`config.mk`:
```
export PLATFORM = sky130hd
export DESIGN_NAME = serial_frame_tx
export DESIGN_NICKNAME = d
export VERILOG_FILES = /design/src/rtl/sft_pkg.sv /design/src/rtl/sft_frame_builder.sv /design/src/rtl/sft_bit_timer.sv /design/src/rtl/serial_frame_tx.sv
export SDC_FILE = /design/constraint.sdc
export NUM_CORES = 1
export LEC_CHECK = 0
export BUFFER_PORTS_ARGS = -buffer_cell sky130_fd_sc_hd__buf_4
export CAP_MARGIN = 20
export CORE_AREA = 2 2 79 81
export CTS_CLUSTER_SIZE = 24
export DETAILED_ROUTE_END_ITERATION = 7
export DIE_AREA = 0 0 81 83
export PLACE_DENSITY = 0.77
export SETUP_SLACK_MARGIN = 0.5
export SLEW_MARGIN = 5
export SYNTH_ARGS = -nofsm -noshare
export SYNTH_HDL_FRONTEND = slang
export SYNTH_SLANG_ARGS = --single-unit
```
`constraint.sdc`:
```
create_clock -name clk -period 2.9 [get_ports clk]
set_input_delay 0.87 -clock clk [delete_from_list [all_inputs] [get_ports clk]]
set_output_delay 0.87 -clock clk [all_outputs]
set_load 0.05 [all_outputs]
```
`src/rtl/sft_pkg.sv`:
```
package sft_pkg;

  typedef enum logic [2:0] {
    PAR_NONE  = 3'd0,
    PAR_EVEN  = 3'd1,
    PAR_ODD   = 3'd2,
    PAR_MARK  = 3'd3,
    PAR_SPACE = 3'd4
  } par_mode_e;

  // Parity slot present for codes 1..4 only
  function automatic logic parity_used(logic [2:0] mode);
    return (mode >= 3'd1) && (mode <= 3'd4);
  endfunction

  // Number of bit slots in one frame
  function automatic int unsigned slot_count(int unsigned word_bits,
                                             logic [2:0] mode,
                                             logic two_stop);
    return 1 + word_bits + (parity_used(mode) ? 1 : 0) + (two_stop ? 2 : 1);
  endfunction

endpackage

```
`src/rtl/sft_frame_builder.sv`:
```
module sft_frame_builder
  import sft_pkg::*;
#(
  parameter int DATA_W  = 8,
  parameter int FRAME_W = DATA_W + 4,
  parameter int SLOT_W  = 4
) (
  input  logic [DATA_W-1:0]  data,
  input  logic               word_full,
  input  logic [2:0]         mode,
  input  logic               two_stop,
  output logic [FRAME_W-1:0] frame,
  output logic [SLOT_W-1:0]  slots
);

  logic [DATA_W-1:0] sent_bits;
  logic              par_bit;
  int unsigned       word_bits;

  // Parity over the bits that go on the line only
  function automatic logic parity_of(logic [DATA_W-1:0] bits, logic [2:0] m);
    logic odd_ones;
    odd_ones = ^bits;
    case (m)
      PAR_EVEN:  return odd_ones;
      PAR_ODD:   return ~odd_ones;
      PAR_MARK:  return 1'b1;
      default:   return 1'b0;
    endcase
  endfunction

  always_comb begin
    sent_bits = data;
    if (!word_full) sent_bits[DATA_W-1] = 1'b0;
    word_bits = word_full ? DATA_W : DATA_W - 1;
    par_bit   = parity_of(sent_bits, mode);

    frame    = '1;              // unused upper slots and stop bits are mark
    frame[0] = 1'b0;            // start bit
    for (int i = 0; i < DATA_W; i++) begin
      if (i < int'(word_bits)) frame[i+1] = sent_bits[i];
    end
    if (parity_used(mode)) frame[word_bits+1] = par_bit;
    slots = SLOT_W'(slot_count(word_bits, mode, two_stop));
  end

endmodule

```
`src/rtl/sft_bit_timer.sv`:
```
module sft_bit_timer #(
  parameter int DIV_W = 18
) (
  input  logic             clk,
  input  logic             rst_n,
  input  logic             load,
  input  logic [DIV_W-1:0] div_in,
  input  logic             run,
  output logic             bit_end
);

  logic [DIV_W-1:0] div_q;
  logic [DIV_W-1:0] cnt;
  logic [DIV_W-1:0] div_eff;

  assign div_eff = (div_in == '0) ? DIV_W'(1) : div_in;

  always_ff @(posedge clk) begin
    if (!rst_n) begin
      div_q <= DIV_W'(1);
      cnt   <= '0;
    end else if (load) begin
      div_q <= div_eff;
      cnt   <= div_eff - DIV_W'(1);
    end else if (run) begin
      if (cnt == '0) cnt <= div_q - DIV_W'(1);
      else           cnt <= cnt - DIV_W'(1);
    end
  end

  assign bit_end = run && (cnt == '0);

  // count never exceeds the captured period
  p_count_in_range_r4: assert property (@(posedge clk) disable iff (!rst_n)
    run |-> (cnt < div_q));

  // captured period is held for the whole frame
  p_div_held_r9: assert property (@(posedge clk) disable iff (!rst_n)
    (run && !load) |=> $stable(div_q));

endmodule

```
`src/rtl/serial_frame_tx.sv`:
```
module serial_frame_tx
  import sft_pkg::*;
#(
  parameter int DATA_W = 8,
  parameter int DIV_W  = 18
) (
  input  logic              clk,
  input  logic              rst_n,
  input  logic              in_valid,
  output logic              in_ready,
  input  logic [DATA_W-1:0] in_data,
  input  logic              cfg_word_full,
  input  logic [2:0]        cfg_parity,
  input  logic              cfg_two_stop,
  input  logic [DIV_W-1:0]  cfg_bit_cycles,
  output logic              tx_line
);

  localparam int FRAME_W = DATA_W + 4;
  localparam int SLOT_W  = $clog2(FRAME_W + 1);

  logic               busy;
  logic               accept;
  logic               bit_end;
  logic [FRAME_W-1:0] frame_new;
  logic [SLOT_W-1:0]  slots_new;
  logic [FRAME_W-1:0] frame_sr;
  logic [SLOT_W-1:0]  slots_left;

  assign accept   = in_valid && in_ready;
  assign in_ready = !busy;

  sft_frame_builder #(
    .DATA_W (DATA_W),
    .FRAME_W(FRAME_W),
    .SLOT_W (SLOT_W)
  ) u_builder (
    .data     (in_data),
    .word_full(cfg_word_full),
    .mode     (cfg_parity),
    .two_stop (cfg_two_stop),
    .frame    (frame_new),
    .slots    (slots_new)
  );

  sft_bit_timer #(
    .DIV_W(DIV_W)
  ) u_timer (
    .clk    (clk),
    .rst_n  (rst_n),
    .load   (accept),
    .div_in (cfg_bit_cycles),
    .run    (busy),
    .bit_end(bit_end)
  );

  always_ff @(posedge clk) begin
    if (!rst_n) begin
      busy       <= 1'b0;
      tx_line    <= 1'b1;
      frame_sr   <= '1;
      slots_left <= '0;
    end else if (accept) begin
      busy       <= 1'b1;
      tx_line    <= frame_new[0];
      frame_sr   <= {1'b1, frame_new[FRAME_W-1:1]};
      slots_left <= slots_new;
    end else if (busy && bit_end) begin
      if (slots_left == SLOT_W'(1)) begin
        busy    <= 1'b0;
        tx_line <= 1'b1;
      end else begin
        tx_line    <= frame_sr[0];
        frame_sr   <= {1'b1, frame_sr[FRAME_W-1:1]};
        slots_left <= slots_left - SLOT_W'(1);
      end
    end
  end

  // an accepted word starts with a space start bit and drops ready
  p_accept_starts_r2: assert property (@(posedge clk) disable iff (!rst_n)
    accept |=> (!tx_line && !in_ready));

  // line only moves at a bit boundary
  p_hold_bit_r4: assert property (@(posedge clk) disable iff (!rst_n)
    (busy && !bit_end && !accept) |=> $stable(tx_line));

  // ready is low only while slots remain
  p_ready_slots_r3: assert property (@(posedge clk) disable iff (!rst_n)
    busy |-> (slots_left != '0));

  // the final slot of every frame is a mark stop bit
  p_last_stop_mark_r8: assert property (@(posedge clk) disable iff (!rst_n)
    (busy && bit_end && slots_left == SLOT_W'(1)) |-> tx_line);

  // idle line is mark
  p_idle_mark_r10: assert property (@(posedge clk) disable iff (!rst_n)
    in_ready |-> tx_line);

endmodule

```
---- After elaboration in Yosys (flattened, before gate mapping) ----
Index checks and enable logic that the tools add are counted.
cells by class
  $add $sub $neg .......................... 7
  order comparisons ....................... 12
  eq/ne operators ......................... 5
  mux-type cells .......................... 33
  bitwise logic cells ..................... 1
  reductions and logical operators ........ 14
operators with widths
  kind                                                                                   count
  4-bit by 32-bit < comparator with 1-bit output (first input constant)                  4
  18-bit two-way mux                                                                     4
  3-bit by 32-bit < comparator with 1-bit output (first input constant)                  2
  18-bit by 1-bit subtractor with 18-bit output (second input constant)                  3
  18-bit zero test                                                                       2
  11-bit two-way mux                                                                     3
  32-bit by 1-bit greater-or-equal comparator with 1-bit output (second input constant)  1
  1-bit by 32-bit < comparator with 1-bit output (first input constant)                  1
  2-bit by 32-bit < comparator with 1-bit output (first input constant)                  1
  32-bit by 5-bit < comparator with 1-bit output (second input constant)                 1
  1-bit two-way mux                                                                      17
  4-bit two-way mux                                                                      4
  12-bit bitwise mux                                                                     1
  12-bit two-way mux                                                                     1
  4-bit adder                                                                            2
  8-bit XOR reduction                                                                    1
  3-bit by 2-bit equality test with 1-bit output (second input constant)                 2
  2-bit nonzero test                                                                     3
  4-bit by 1-bit adder with 5-bit output (second input constant)                         1
  1-bit logical AND                                                                      5
  1-bit demux with 4-bit select                                                          1
  4-bit by 1-bit equality test with 1-bit output (second input constant)                 1
  2-bit AND reduction                                                                    2
  4-bit by 1-bit subtractor with 4-bit output (second input constant)                    1
  8 further kinds                                                                        8
word-level totals
  bits in registers ....................... 53
  input port bits ......................... 34
  output and inout port bits .............. 2
  word-level logic and storage cells ...... 78

---- Depth between registers and ports, before layout ----
Gate-level depths: netlist of the first run.
  word-level depth ........................ 9
  gate-level depth with buffers ........... 12
  depth with buffers taken out ............ 10

---- By module ----
From an unflattened synthesis of the first run, not the netlist that was laid out.
unflattened totals
  cells, all modules ...................... 414
  area, all modules ....................... 3,311.9 um^2
modules (own cells, without submodules)
  module             instances  cells an instance  area an instance (um^2)  seq. area each (um^2)
  sft_bit_timer      1          261                2,028.2                  720.7
  serial_frame_tx    1          118                1,022.2                  340.3
  sft_frame_builder  1          35                 261.5                    0.0

---- Least setup slack after synthesis of the first run ----
No wires, ideal clock.
  path kind ............................... input to register
  from .................................... in in_valid
  to ...................................... reg u_timer.cnt[17]
  library setup time ...................... 0.074 ns
  arrival time ............................ 2.710 ns
  data required time ...................... 2.826 ns
  slack ................................... 0.115 ns
  cell stages on the path ................. 8
  buffers on the path ..................... 1
  cells stage by stage .................... nor2b_2 buf_6 mux2i_1 o31ai_1 or3_4 nand4bb_4 or4_1 a31oi_1
on the way
  longest elaborated chain between the ends .. 2
  elaborated cells on any way between the ends .. 3
  those cells by class .................... 1 x mux; 2 x reduce/logical
RTL lines
  element                                                   line                   source
  start: declaration                                        serial_frame_tx.sv:9   input logic in_valid,
  1-bit logical AND *                                       serial_frame_tx.sv:30  assign accept = in_valid && in_ready;
  18-bit two-way mux or 2-bit nonzero test (tied branches)  -
  end signal: assignment                                    sft_bit_timer.sv:24    cnt <= div_eff - DIV_W'(1);
  end signal: assignment                                    sft_bit_timer.sv:26    if (cnt == '0) cnt <= div_q - DIV_W'(1);
  end signal: assignment                                    sft_bit_timer.sv:27    else cnt <= cnt - DIV_W'(1);
  end: declaration                                          sft_bit_timer.sv:13    logic [DIV_W-1:0] cnt;
Mark *: on every way between the ends. The rest lies on a longest branch, timed or not.
A chain may end at the register's enable or synchronous reset.

---- Worst setup path in the final report of the first run ----
  from .................................... in in_valid
  to ...................................... reg u_timer.cnt[10]
The elaborated chain is that of the path after synthesis.

==> impl_metrics.csv, run 1 <==
group,metric,value,unit
outcome,status,"complete, no violations",
timing,drv_slew,0,
synthesis,syn_area,2950,um2
timing,worst_pin_slew,0.662,ns
cts,clk_pin_slew,0.09,ns
power,switchingPower,0.605,mW
placement,dpl-instance-area,3440,um2
synthesis,ys_async_sr_fraction,0,%
power,p_comb_share,30.9,%
setup_path,critPathMaxFanout,9,
drt,wire_per_inst,16.3,um
drt,ant_nets,0,
min_path,min_path_type,"flop to flop",
power,p_per_area,498,nW/um2
drt,drt_wl_total,8050,um
floorplan,dieHeight,83,um
timing,period_share,90.2,%
timing,hold_viol,0,
timing,post-route-min-period,2.61,ns
setup_path,critPathKind,"primary input to flop",
setup_path,crit_arrival,2.80,ns
floorplan,fp.dieW,81,um
timing,rsz0062_at_grt,"true",
drt,drc,0,
grt,grt.overflow.total,0,
timing,skew,0.00851,ns
synthesis,avgSynthCellArea,8.21,um2
power,p_seq_share,42.2,%
timing,maxSlewHeadroom,55.7,%
placement,pre_cts_slack,-0.128,ns
floorplan,die-area,6720,um2
floorplan,io_pins,36,
synthesis,synth_edf_count,0,
power,pwr-share-clk,26.8,%
placement,port-buffer-count,35,
cts,htreeDepth,2,
cts,cts_buffer_depth,2,
cts,cts.sinks,51,
finish,diodes,0,
cts,ctsHoldBuffers,0,
grt,grt_pass1_vias,2745,
setup_path,cp-start-kind,"primary input",
grt,antenna_found_initial,0,
cts,worstSkewPairLatency,0.31,ns
synthesis,synth_top_area_cell,"dfxtp_1",
power,p_leak,1.53,nW
power,peakVddDrop,0.290,mV
power,p_int,1.33,mW
grt,grt_max_degree,35,
timing,setup-tns-final,0,ns
synthesis,synth_cells,360,
timing,setup_ws,0.285,ns
drt,firstDrtPassIters,4,
cts,cts_tree,"done",
setup_path,cp.required,3.08,ns
cts,numCtsBuffers,5,
power,switching_share,31.3,%
synthesis,synth_fp_nets,399,
setup_path,slowest_delay,0.33,ns
synthesis,ys_ff_latch,51,
setup_path,timing.critical_path.mode_cell,"buf_4",
synthesis,synth_top_area_share,34.6,%
synthesis,synth_flop_cell,"dfxtp_1",
drt,vias_per_cell,5.92,
synthesis,synth.distinct_cells,56,
drt,first_iter_violations,229,
placement,gp_congestion,0.901,
synthesis,yosysSeqAreaShare,34.6,%
timing,setup_viol,0,
finish,final_cell_mix,"65 x buf_4, 59 x nand2_1, 47 x dfxtp_1",
floorplan,rows,28,
cts,cts_root_buffer,"clkbuf_8",
placement,dp_hpwl,5520,um
power,totalPowerFinal,1.93,mW
setup_path,worstSetupEndpointType,"flop",
setup_path,slowest_stage,"a311o_1",
timing,fmax,0.382,GHz
synthesis,synth_area_leaders,"dfxtp_1 35%, nand2_1 7.6%, a21oi_1 6.6%",
finish,fill_cells,480,
finish,final_common_cell,"buf_4",
floorplan,initial_core_util,50.8,%
grt,grt_pass1_wl,13000,um
flow_run,drv_cap,0,
finish,multi_input_area,1950,um2
floorplan,core_area,5820,um2
synthesis,ys.warnings.count,0,
finish,drive_gt1_share,30.1,%
grt,grtUsageTotal,24.2,%
finish,regArea,1030,um2
finish,fin_nets,457,
setup_path,cp_cell_sequence,"buf_6, buf_4, nand2b_2, buf_12, a311o_1, nand2_1, ha_2, o211ai_1, buf_4, nor3_4, xnor2_1, a21oi_1",
finish,syn_to_final_growth,31.3,%
drt,num_vias,2924,
finish,final_area,3880,um2
==> per-layer routing <==
layer	up-vias	part of all wire [%]	track usage (%)
met5	-	0	0
met4	0	2.3	8.94
met3	17	7.1	4.67
met2	96	48	37.3
met1	1389	43	33.4
li1	1422	-	-
==> metrics by stage <==
| step | hold WS (ns) | instances | util, % |
|---|---|---|---|
| after CTS | 0.462 | 490 | 64.8 |
| after detailed placement | 0.452 | 475 | 59.2 |
| after global routing | 0.479 | 494 | 66.7 |
| final | 0.461 | 494 | 66.7 |
| after floorplan | 0.432 | 360 | - |
| after global placement | 0.444 | 475 | 59.2 |
==> area by class of cell <==
class,instances,area share (%)
multi-input combinational,279,50.3
tap,75,2.42
sequential,51,26.5
clock inverter,2,0.903
inverter,6,0.580
timing repair buffer,75,17.2
clock buffer,6,2.13
==> worst max-delay path, delay by kind of cell <==
kind	cells	cell delay [ns]
and+or+nand+nor	3	0.35
AOI/OAI and AO/OA	3	0.66
xor gates and xnor gates	1	0.14
buffers and inverters	4	0.59
adders and majority gates	1	0.18
==> cells by family (layout without fill, tap and decap cells) <==
kind of cell,count (synthesis),in the layout,share of synthesized area (%)
AOI/OAI and AO/OA,114,114,24.0
xor gates and xnor gates,18,18,5.80
adders and majority gates,5,5,2.37
buffers and inverters,30,89,5.46
DFF,51,51,34.6
muxes,22,22,7.62
and+or+nand+nor,120,120,20.2
==> power by group through the flow <==
stage / logic [mW] / registers [mW] / clock network (mW)
2_1_floorplan: 0.350 / 0.808 / 0
3_3_place_gp: 0.506 / 0.818 / 0
3_5_place_dp: 0.514 / 0.819 / 0
4_1_cts: 0.561 / 0.811 / 0.523
5_1_grt: 0.647 / 0.821 / 0.546
6_report: 0.597 / 0.816 / 0.518
==> what timing repair did <==
item                                    CTS  global route
endpoints found under the setup margin   22            23
gates cloned                              1             1
resized for setup                        23            18
setup buffers                             6             3
pin swaps                                 8            13
==> registers in the layout, summed over array words and instances, names as in the netlist <==
signal,flops
u_timer.cnt,18
u_timer.div_q,18
frame_sr,9
slots_left,4
busy,1
tx_line,1
==> path summary, 6_finish.rpt <==
| kind | from | endpoint | slack [ns] | cells after the start |
|---|---|---|---|---|
| worst max-delay path | in_valid | u_timer.cnt[10]$_SDFFE_PN0P_ | 0.29 | 12 |
| worst min-delay path | u_timer.div_q[16]$_SDFFE_PN0P_ | u_timer.div_q[16]$_SDFFE_PN0P_ | 0.46 | 2 |
| worst max register to register | u_timer.cnt[10]$_SDFFE_PN0P_ | u_timer.cnt[10]$_SDFFE_PN0P_ | 0.29 | 10 |
| worst min register to register | u_timer.div_q[16]$_SDFFE_PN0P_ | u_timer.div_q[16]$_SDFFE_PN0P_ | 0.46 | 2 |
==> Yosys cell counts, drive strengths merged (4+ instances only) <==
cell / count
a211oi: 5
o31a: 4
mux2i: 18
nand2b: 4
xnor2: 16
o31ai: 7
a21oi: 40
ha: 4
o21ai: 36
dfxtp: 51
clkbuf: 11
nor3: 9
nand2: 60
nor2: 17
inv: 5
a31oi: 4
nor4: 12
mux2: 4
buf: 12
Note: power is estimated with default switching activity, not from simulation.
==> run 2, diff against run 1 <==
- BUFFER_PORTS_ARGS: -buffer_cell sky130_fd_sc_hd__buf_4 -> unset
- CORE_AREA: 2 2 79 81 -> 2 2 77 79
- DIE_AREA: 0 0 81 83 -> 0 0 79 81
- DONT_BUFFER_PORTS: unset -> 1
- PLACE_DENSITY: 0.77 -> 0.74
==> impl_metrics.csv, run 2 (synthesis gave the netlist of run 1 again) <==
group,metric,value,unit
finish,final_cell_mix,"59 x nand2_1, 48 x dfxtp_1, 39 x a21oi_1",
grt,grt.overflow.total,0,
setup_path,endpoint,"u_timer.cnt[17]$_SDFFE_PN0P_",
drt,top_layer,"met4",
grt,grt_pass1_vias,2548,
cts,cts_tree,"done",
timing,rsz0062_at_grt,"true",
timing,period_share,86.6,%
cts,cts.sinks,51,
cts,cts_root_buffer,"clkbuf_8",
placement,pre_cts_slack,-0.0320,ns
power,p_leak,1.27,nW
finish,syn_to_final_growth,15.8,%
finish,diodes,0,
timing,maxSlewHeadroom,54.9,%
grt,grt_pass1_wl,12300,um
grt,grt_max_degree,35,
floorplan,fp.dieW,79,um
timing,post-route-min-period,2.51,ns
timing,setup_ws,0.387,ns
setup_path,rr_startpoint,"busy$_SDFFE_PN0P_",
floorplan,rows,28,
cts,clk_pin_slew,0.09,ns
finish,reg_top3,"u_timer.cnt x18, u_timer.div_q x18, frame_sr x9",
cts,cts_buffer_depth,2,
setup_path,cp.required,3.15,ns
finish,drive_gt1_share,18.7,%
setup_path,crit_start,"in_valid",
outcome,status,"complete, no violations",
power,p_per_area,516,nW/um2
placement,dp_cells,435,
drt,wl_met1,3310,um
placement,gp_congestion,0.867,
floorplan,die-area,6400,um2
grt,grtUsageTotal,24.6,%
timing,drv_slew,0,
drt,wl_met2,3860,um
setup_path,r2r_cells,8,
timing,worst_pin_slew,0.673,ns
setup_path,crit_arrival,2.76,ns
drt,ant_nets,0,
drt,vias_per_cell,6.22,
timing,setup_viol,0,
drt,drc,0,
floorplan,io_pins,36,
finish,fin_nets,412,
floorplan,core_area,5680,um2
power,peakVddDrop,0.252,mV
setup_path,regToRegSetupSlack,0.50,ns
finish,fin_cells,449,
setup_path,critPathKind,"primary input to flop",
setup_path,worstSetupEndpointType,"flop",
finish,final_common_cell,"nand2_1",
flow_run,drv_cap,0,
timing,skew,0.00964,ns
drt,wire_per_inst,17.6,um
setup_path,cp-start-kind,"primary input",
grt,antenna_found_initial,0,
timing,fmax,0.398,GHz
timing,hold_viol,0,
setup_path,critPathMaxFanout,10,
cts,htreeDepth,2,
drt,num_vias,2794,
cts,numCtsBuffers,5,
placement,port-buffer-count,0,
drt,drt_wl_total,7900,um
setup_path,rr_endpoint,"u_timer.cnt[17]$_SDFFE_PN0P_",
cts,ctsHoldBuffers,0,
drt,firstDrtPassIters,5,
min_path,min_path_type,"flop to flop",
drt,first_iter_violations,280,
placement,dp_hpwl,5460,um
drt,wl_met3,608,um
floorplan,initial_core_util,52.1,%
floorplan,dieHeight,81,um
cts,worstSkewPairLatency,0.32,ns
## run 2: cell count changes in the layout (fill, tap and decap cells not counted), moves of 3 or more
cell | before | now
a21oi_2 | 3 | 0
a21oi_1 | 36 | 39
nor4_1 | 3 | 6
buf_6 | 4 | 0
buf_4 | 65 | 27
nor4_2 | 6 | 3
## run 2: how the worst min path moves through the flow
stage | startpoint | endpoint | slack (ns) | cells after the start
3_3_place_gp | u_timer.div_q[17]$_SDFFE_PN0P_ | u_timer.div_q[17]$_SDFFE_PN0P_ | 0.45 | 2
6_report | u_timer.div_q[17]$_SDFFE_PN0P_ | u_timer.div_q[17]$_SDFFE_PN0P_ | 0.47 | 2
3_5_place_dp | u_timer.div_q[17]$_SDFFE_PN0P_ | u_timer.div_q[17]$_SDFFE_PN0P_ | 0.46 | 2
5_1_grt | u_timer.div_q[1]$_SDFFE_PN0P_ | u_timer.div_q[1]$_SDFFE_PN0P_ | 0.49 | 2
2_1_floorplan | u_timer.div_q[16]$_SDFFE_PN0P_ | u_timer.div_q[16]$_SDFFE_PN0P_ | 0.43 | 2
4_1_cts | u_timer.div_q[17]$_SDFFE_PN0P_ | u_timer.div_q[17]$_SDFFE_PN0P_ | 0.47 | 2
## run 2: through the flow
step	util [%]	TNS [ns]	cell area, um2	power [mW]	hold WS, ns
floorplan	-	0	3000	1.16	0.432
global placement	55.1	0	3130	1.25	0.446
detailed placement	55.1	-0.0320	3130	1.27	0.456
CTS	58.2	0	3300	1.72	0.470
global route	60.3	0	3420	1.86	0.493
finish	60.3	0	3420	1.76	0.467
## run 2: what timing repair did
item                                    in CTS  in global routing
cloned                                       0                  1
resized for setup                            7                 17
setup buffers                                4                  1
endpoints found under the setup margin      14                 15
pin swaps                                    3                  5
## run 2: where the power goes
part / internal (mW) / total (mW) / leakage, nW / switching (mW)
Combinational: 0.238 / 0.504 / 0.799 / 0.266
Clock: 0.196 / 0.440 / 0.0484 / 0.244
Sequential: 0.758 / 0.821 / 0.422 / 0.0626
## run 2: final cells by class
type                       count  area [um2]
clock buffer                   7        86.3
clock inverter                 1        8.76
fill                         509        2250
inverter                       6        22.5
multi-input combinational    279        1910
sequential                    51        1020
tap                           75        93.8
timing repair buffer          30         275
## run 2: critical path, stage by stage
cell	delay, ns
nor2b_4	0.14
buf_12	0.15
buf_4	0.15
mux2_1	0.36
a41oi_2	0.19
nand4_1	0.19
or4_1	0.55
a31oi_1	0.16
## run 2: layer usage
metal	track usage [%]	vias up
met5	0	-
met1	32.4	1341
met3	4.78	12
met2	40.6	105
met4	8.28	0
li1	-	1336
